[src/rtl/rename_pkg.sv]
package rename_pkg;
  typedef struct packed {
    logic allocEn;
    logic retireEn;
    logic recoverEn;
  } renameCtrl_t;
endpackage

[src/rtl/rename_ctrl.sv]
module rename_ctrl
  import rename_pkg::*;
(
  input  logic        dispValid,
  input  logic        retValid,
  input  logic        recover,
  input  logic        freeAny,
  output logic        dispReady,
  output renameCtrl_t ctrl
);
  // Recovery overrides dispatch; an empty pool stalls it.
  always_comb begin
    dispReady      = freeAny && !recover;
    ctrl.allocEn   = dispValid && dispReady;
    ctrl.retireEn  = retValid;
    ctrl.recoverEn = recover;
  end
endmodule

[src/rtl/rename_datapath.sv]
module rename_datapath
  import rename_pkg::*;
#(
  parameter int NUM_ARCH = 8,
  parameter int NUM_PHYS = 16,
  localparam int AW = $clog2(NUM_ARCH),
  localparam int PW = $clog2(NUM_PHYS)
) (
  input  logic                         clk,
  input  logic                         rstN,
  input  renameCtrl_t                  ctrl,
  input  logic [AW-1:0]                srcA,
  input  logic [AW-1:0]                srcB,
  input  logic [AW-1:0]                dest,
  input  logic [AW-1:0]                retArch,
  input  logic [PW-1:0]                retPhys,
  output logic [PW-1:0]                srcPhysA,
  output logic [PW-1:0]                srcPhysB,
  output logic [PW-1:0]                allocPhys,
  output logic                         freeAny,
  output logic [NUM_ARCH-1:0][PW-1:0]  specMap,
  output logic [NUM_ARCH-1:0][PW-1:0]  retMap,
  output logic [NUM_PHYS-1:0]          freeBits
);
  logic [NUM_ARCH-1:0][PW-1:0] retMapNext;
  logic [NUM_PHYS-1:0]         allocMask, freedMask, refMask, freeNext;

  assign srcPhysA = specMap[srcA];
  assign srcPhysB = specMap[srcB];
  assign freeAny  = |freeBits;

  // Lowest-numbered free register wins.
  always_comb begin
    allocPhys = '0;
    for (int i = NUM_PHYS - 1; i >= 0; i--)
      if (freeBits[i]) allocPhys = PW'(i);
  end

  always_comb begin
    retMapNext = retMap;
    if (ctrl.retireEn) retMapNext[retArch] = retPhys;
  end

  always_comb begin
    allocMask = '0;
    freedMask = '0;
    refMask   = '0;
    if (ctrl.allocEn)  allocMask[allocPhys] = 1'b1;
    if (ctrl.retireEn) freedMask[retMap[retArch]] = 1'b1;
    for (int a = 0; a < NUM_ARCH; a++) refMask[retMapNext[a]] = 1'b1;
    freeNext = ctrl.recoverEn ? ~refMask : ((freeBits & ~allocMask) | freedMask);
  end

  always_ff @(posedge clk or negedge rstN) begin
    if (!rstN) begin
      for (int a = 0; a < NUM_ARCH; a++) begin
        specMap[a] <= PW'(a);
        retMap[a]  <= PW'(a);
      end
      for (int p = 0; p < NUM_PHYS; p++) freeBits[p] <= 1'(p >= NUM_ARCH);
    end else begin
      retMap   <= retMapNext;
      freeBits <= freeNext;
      if (ctrl.recoverEn)    specMap       <= retMapNext;
      else if (ctrl.allocEn) specMap[dest] <= allocPhys;
    end
  end
endmodule

[src/rtl/rename_unit.sv]
module rename_unit
  import rename_pkg::*;
#(
  parameter int NUM_ARCH = 8,
  parameter int NUM_PHYS = 16,
  localparam int AW = $clog2(NUM_ARCH),
  localparam int PW = $clog2(NUM_PHYS)
) (
  input  logic          clk,
  input  logic          rstN,
  input  logic          dispValid,
  input  logic [AW-1:0] dispSrcA,
  input  logic [AW-1:0] dispSrcB,
  input  logic [AW-1:0] dispDest,
  output logic          dispReady,
  output logic [PW-1:0] srcPhysA,
  output logic [PW-1:0] srcPhysB,
  output logic [PW-1:0] destPhys,
  input  logic          retValid,
  input  logic [AW-1:0] retArch,
  input  logic [PW-1:0] retPhys,
  input  logic          recover
);
  renameCtrl_t                 ctrl;
  logic                        freeAny;
  logic [NUM_ARCH-1:0][PW-1:0] specMapW, retMapW;
  logic [NUM_PHYS-1:0]         freeBitsW;

  rename_ctrl ctrl_i (
    .dispValid(dispValid), .retValid(retValid), .recover(recover),
    .freeAny(freeAny), .dispReady(dispReady), .ctrl(ctrl)
  );

  rename_datapath #(.NUM_ARCH(NUM_ARCH), .NUM_PHYS(NUM_PHYS)) dp_i (
    .clk(clk), .rstN(rstN), .ctrl(ctrl),
    .srcA(dispSrcA), .srcB(dispSrcB), .dest(dispDest),
    .retArch(retArch), .retPhys(retPhys),
    .srcPhysA(srcPhysA), .srcPhysB(srcPhysB), .allocPhys(destPhys),
    .freeAny(freeAny), .specMap(specMapW), .retMap(retMapW), .freeBits(freeBitsW)
  );
endmodule

[config.mk]
export PLATFORM = sky130hd
export DESIGN_NAME = rename_unit
export DESIGN_NICKNAME = d
export VERILOG_FILES = /design/src/rtl/rename_pkg.sv /design/src/rtl/rename_ctrl.sv /design/src/rtl/rename_datapath.sv /design/src/rtl/rename_unit.sv
export SDC_FILE = /design/constraint.sdc
export NUM_CORES = 1
export LEC_CHECK = 0
export ABC_AREA = 1
export BUFFER_PORTS_ARGS = -buffer_cell sky130_fd_sc_hd__buf_2
export CORE_AREA = 3 3 95 165
export CTS_CLUSTER_SIZE = 20
export DETAILED_ROUTE_END_ITERATION = 16
export DIE_AREA = 0 0 98 168
export PLACE_DENSITY = 0.55
export SLEW_MARGIN = 5
export SYNTH_ARGS = -nofsm -noshare
export SYNTH_HDL_FRONTEND = slang
export SYNTH_HIERARCHICAL = 1
export SYNTH_SLANG_ARGS = --single-unit
export TNS_END_PERCENT = 20
[constraint.sdc]
create_clock -name clk -period 2.2 [get_ports clk]
set_clock_uncertainty 0.05 [all_clocks]
set_input_delay 0.22 -clock clk [delete_from_list [all_inputs] [get_ports clk]]
set_output_delay 0.22 -clock clk [all_outputs]
set_load 0.02 [all_outputs]
==> impl_summary.md <==
Run status
The flow ran to the end, but the final reports show violations. The checks that failed: setup timing.

Synthesis
The synthesized netlist cell count is 859. The combinational family with the most area after synthesis is compound AO/OA/AOI/OAI gates. The synthesized netlist devotes 0% of its cell area to adder and majority cells. The Yosys step of the flow raised 6 warnings. The fraction of the mapped netlist area in simple logic gates is 25.8%. The multiplexer fraction of the synthesized cell area is 0%.

A synthesized cell averages 6.66 um^2. After synthesis the cells add up to 5720 um^2. The synthesized netlist devotes 26.6% of its cell area to compound gates.

The number of distinct standard cells referenced by the synthesized netlist is 34. After Yosys synthesis, XOR and XNOR cells account for 0% of the synthesized area. The number of nets in the synthesized netlist is 880. The sequential share of the synthesized area is 35.7%.

Synthesis inferred 80 register bits.

Timing
Measured against its own limit, the worst slew margin works out to 52.5%. After layout, the minimum clock period comes to 2.22 ns. The count of endpoints failing setup in the final report is 1. The final hold violation count is 0. Setup repair after global routing could not meet its margin everywhere. The peak clock frequency supported by timing is 450 MHz.

The max-slew violation total from the final report is 0. The final critical-path share of the clock period is 101%. The slew at the pin closest to its max-slew limit is 0.710 ns.

Across all setup checks in the final design, the least slack found is -0.0207 ns.

Clock tree
For this design, the sink count on the clock tree is 80. After clock tree synthesis, the clock-pin slew on the worst setup and hold paths is 0.06 ns. The H-tree was split into 3 levels. In this run, CTS created clock tree buffers numbering 9.

The TritonCTS clock tree is yes. In this run the clock root is driven by a clkbuf_16. The maximum root-to-sink buffer count is 2.

For the worst-skew pair, the clock arrives at the later sink with an insertion delay of 0.34 ns.

Final layout
The antenna diode count is 0. Leaving out filler cells and counting taps, the final layout contains 1232. The final layout contains 1068 nets.

Once layout is complete, the utilization of the core stands at 53.3%. The post-route netlist has 28.7% of its cells at a drive strength greater than 1. The top cell types in the final layout, fill and taps aside, are nand2_1 (185), buf_4 (169), inv_1 (125), nor2_1 (86), a21oi_1 (53). Leaving out fill and tap cells, the most frequent cell in the layout is nand2_1.

The cell area after layout is 7690 um^2. The signed area change from the synthesized netlist to the final layout is 34.6%.

GRT
The number of antenna violations at the first check in global routing is 0. The global-route usage over all layers is 32.9%. The via count of the first global-routing pass was 7167.

For this run the aggregate overflow at the end of global routing stands at 0. Entering global routing, the biggest net connects 35 pins. The first global-routing pass estimated 40.8 mm of wire.

Setup path
The terminus of the critical flop-to-flop path is dp_i/specMap[10]. The critical path in this run is classified as flop to output pin. Setup slack on the worst reg-to-reg path comes out at 0.04 ns.

The required time at the endpoint of the critical path is 1.93 ns. The worst setup path is captured at an output pin. Data arrives at the worst endpoint at 1.95 ns. The largest fanout of any net on the critical path is 2. Measured in cells, the most critical reg-to-reg path has a length of 10. The beginning of the worst register-to-register path is dp_i/freeBits[0]. The category of the worst setup path launch point is a flop.

Power and ir drop
The power share of the sequential group is 30.1%. The power dissipated by switching net loads is 0.00271 W. Of the total power, the share spent switching nets is 39.7%.

The internal cell power is 0.00412 W. The clock network burns 24.0% of the power. The maximum vdd ir drop is 0.000478 V.

Dividing total power by cell area gives a power density of 888 nW/um^2. The combinational group share of total power is 45.9%. In this run the static leakage power is 3.76 nW.

Die
The count of standard-cell rows is 58. The I/O pin count is 34. In this run the standard cell core region covers 14400 um^2. The horizontal extent of the die is 98 um. The floorplan die area is 16500 um^2. The y dimension of the die is 168 um.

Once the floorplan was initialized, standard cells occupied 39.6% of the core.

Hold path
The path with the worst hold slack has its endpoint at dp_i/specMap[4]. The worst hold path begins at recover. The hold-critical path depth is 3.

The worst hold-check path type is input pin to flop.

Placed design
Counting tap cells, the placed design contains a total of 1209 instances. Routability-driven placement finished with a final weighted congestion of 1.03. Timing analysis after detailed placement gives a worst setup slack of -0.378 ns. Input and output buffers added on the ports amount to 33. The HPWL after detailed placement is 22.3 mm. Once placement finished, the instance area stood at 7240 um^2.

Route
The average via count per standard cell is 5.66. Summing over every cut layer, the via total after detailed routing is 6968. The total length of routed wires is 26.8 mm. The detailed-routing iteration count for the pre-antenna-repair pass is 5. The average detailed-routed wire length per instance is 21.7 um. The DRC violation count after routing is 0. The first routing iteration left 519 violations. The count of nets left with antenna violations once routing finished came out at 0.

Job
The tool flagged a number of max-cap violations equal to 0.
## layer usage
layer / GRT usage, % / vias up / wire (um)
met5: 0 / - / 0
met4: 21.2 / 0 / 2090
met3: 3.65 / 90 / 1100
met2: 62.4 / 267 / 14500
met1: 33.1 / 3313 / 9140
li1: - / 3298 / -
## worst max-delay path, stage by stage (launching register included)
cell and delay (ns):
dfstp_2 0.54, inv_2 0.04, nand2_1 0.05, nand2_1 0.05
nand2_1 0.05, nand2_1 0.04, nand2_1 0.05, nand2_1 0.04
nand2_1 0.07, nand2_1 0.05, nand2_1 0.06, nand2_1 0.05
nand2_1 0.08, nand2_2 0.07, nand2_2 0.07, nand2_2 0.07
nand2_2 0.08, inv_2 0.04, buf_6 0.12
## cells by family (layout without fill, tap and decap cells)
logic type             after synthesis  after routing
AO/OA/AOI/OAI                      244            244
buffers and inverters              178            371
flip-flops                          80             80
AND/OR/NAND/NOR                    357            357
## area by class of cell
class / instances / area [um^2]
tap: 180 / 225
fill: 1453 / 6750
clock inverter: 6 / 90.1
timing repair buffer: 203 / 1470
inverter: 152 / 571
clock buffer: 10 / 229
sequential: 80 / 2040
multi-input combinational: 601 / 3070
## worst max-delay path by stage
stage	cells past startpoint	end	startpoint
floorplan	10	dp_i/freeBits[3]	dp_i/freeBits[11]
global route	18	destPhys[0]	dp_i/freeBits[14]
detailed placement	13	dp_i/freeBits[5]	retValid
global placement	13	dp_i/freeBits[5]	retValid
finish	18	destPhys[0]	dp_i/freeBits[14]
CTS	18	destPhys[0]	dp_i/freeBits[14]
## flip-flops by register name, summed over array words and instances, names as in the netlist
| signal | count |
|---|---|
| dp_i/freeBits | 16 |
| dp_i/specMap | 32 |
| dp_i/retMap | 32 |
## power by group through the flow
stage	combinational [W]	sequential [W]	clock, W
after detailed placement	0.00297	0.00207	0
after global placement	0.00295	0.00206	0
final	0.00314	0.00206	0.00164
after floorplan	0.00146	0.00200	0
after CTS	0.00302	0.00204	0.00167
after global routing	0.00340	0.00209	0.00174
## cell usage after synthesis
master	instances	area share, %
or4_1	1	0.13
nor2_1	87	5.7
nor2_2	5	0.55
a211oi_1	2	0.26
nand2_2	1	0.11
nor2_4	1	0.20
a21oi_1	53	4.6
o22ai_1	15	1.6
o211ai_1	18	2.4
nor4_1	2	0.22
o21ai_0	52	4.6
o41ai_1	1	0.15
nand3_1	45	3.9
a22oi_1	10	1.3
buf_2	2	0.18
clkinv_1	1	0.066
o2111ai_1	7	1.1
buf_4	2	0.26
dfrtp_1	48	21
nor3b_1	1	0.13
nor3_1	12	1.1
dfstp_2	32	15
inv_2	23	1.5
o31ai_1	1	0.13
a31oi_1	8	0.88
inv_1	128	8.4
o21ai_2	3	0.46
nand2_1	191	13
nand4_1	11	1.2
clkbuf_1	19	1.2
buf_1	3	0.20
a221oi_1	4	0.61
o221ai_1	37	5.7
o21ai_1	33	2.9
## stage by stage
step | hold slack [ns] | TNS [ns] | total power (W)
4_1_cts | 0.194 | -0.0208 | 0.00674
6_report | 0.205 | -0.0207 | 0.00683
3_3_place_gp | 0.159 | -2.85 | 0.00501
3_5_place_dp | 0.170 | -3.47 | 0.00504
2_1_floorplan | -0.126 | 0 | 0.00345
5_1_grt | 0.209 | -1.04 | 0.00723
## timing repair
| item | in CTS | in global routing |
|---|---|---|
| endpoints found under the setup margin | 4 | 26 |
| resized for setup | 8 | 18 |
| hold buffers | 1 | 0 |
| endpoints found under the hold margin | 21 | 0 |
| pin swaps | 0 | 3 |
| setup buffers | 2 | 4 |
Power figures use the tool's default switching activity.
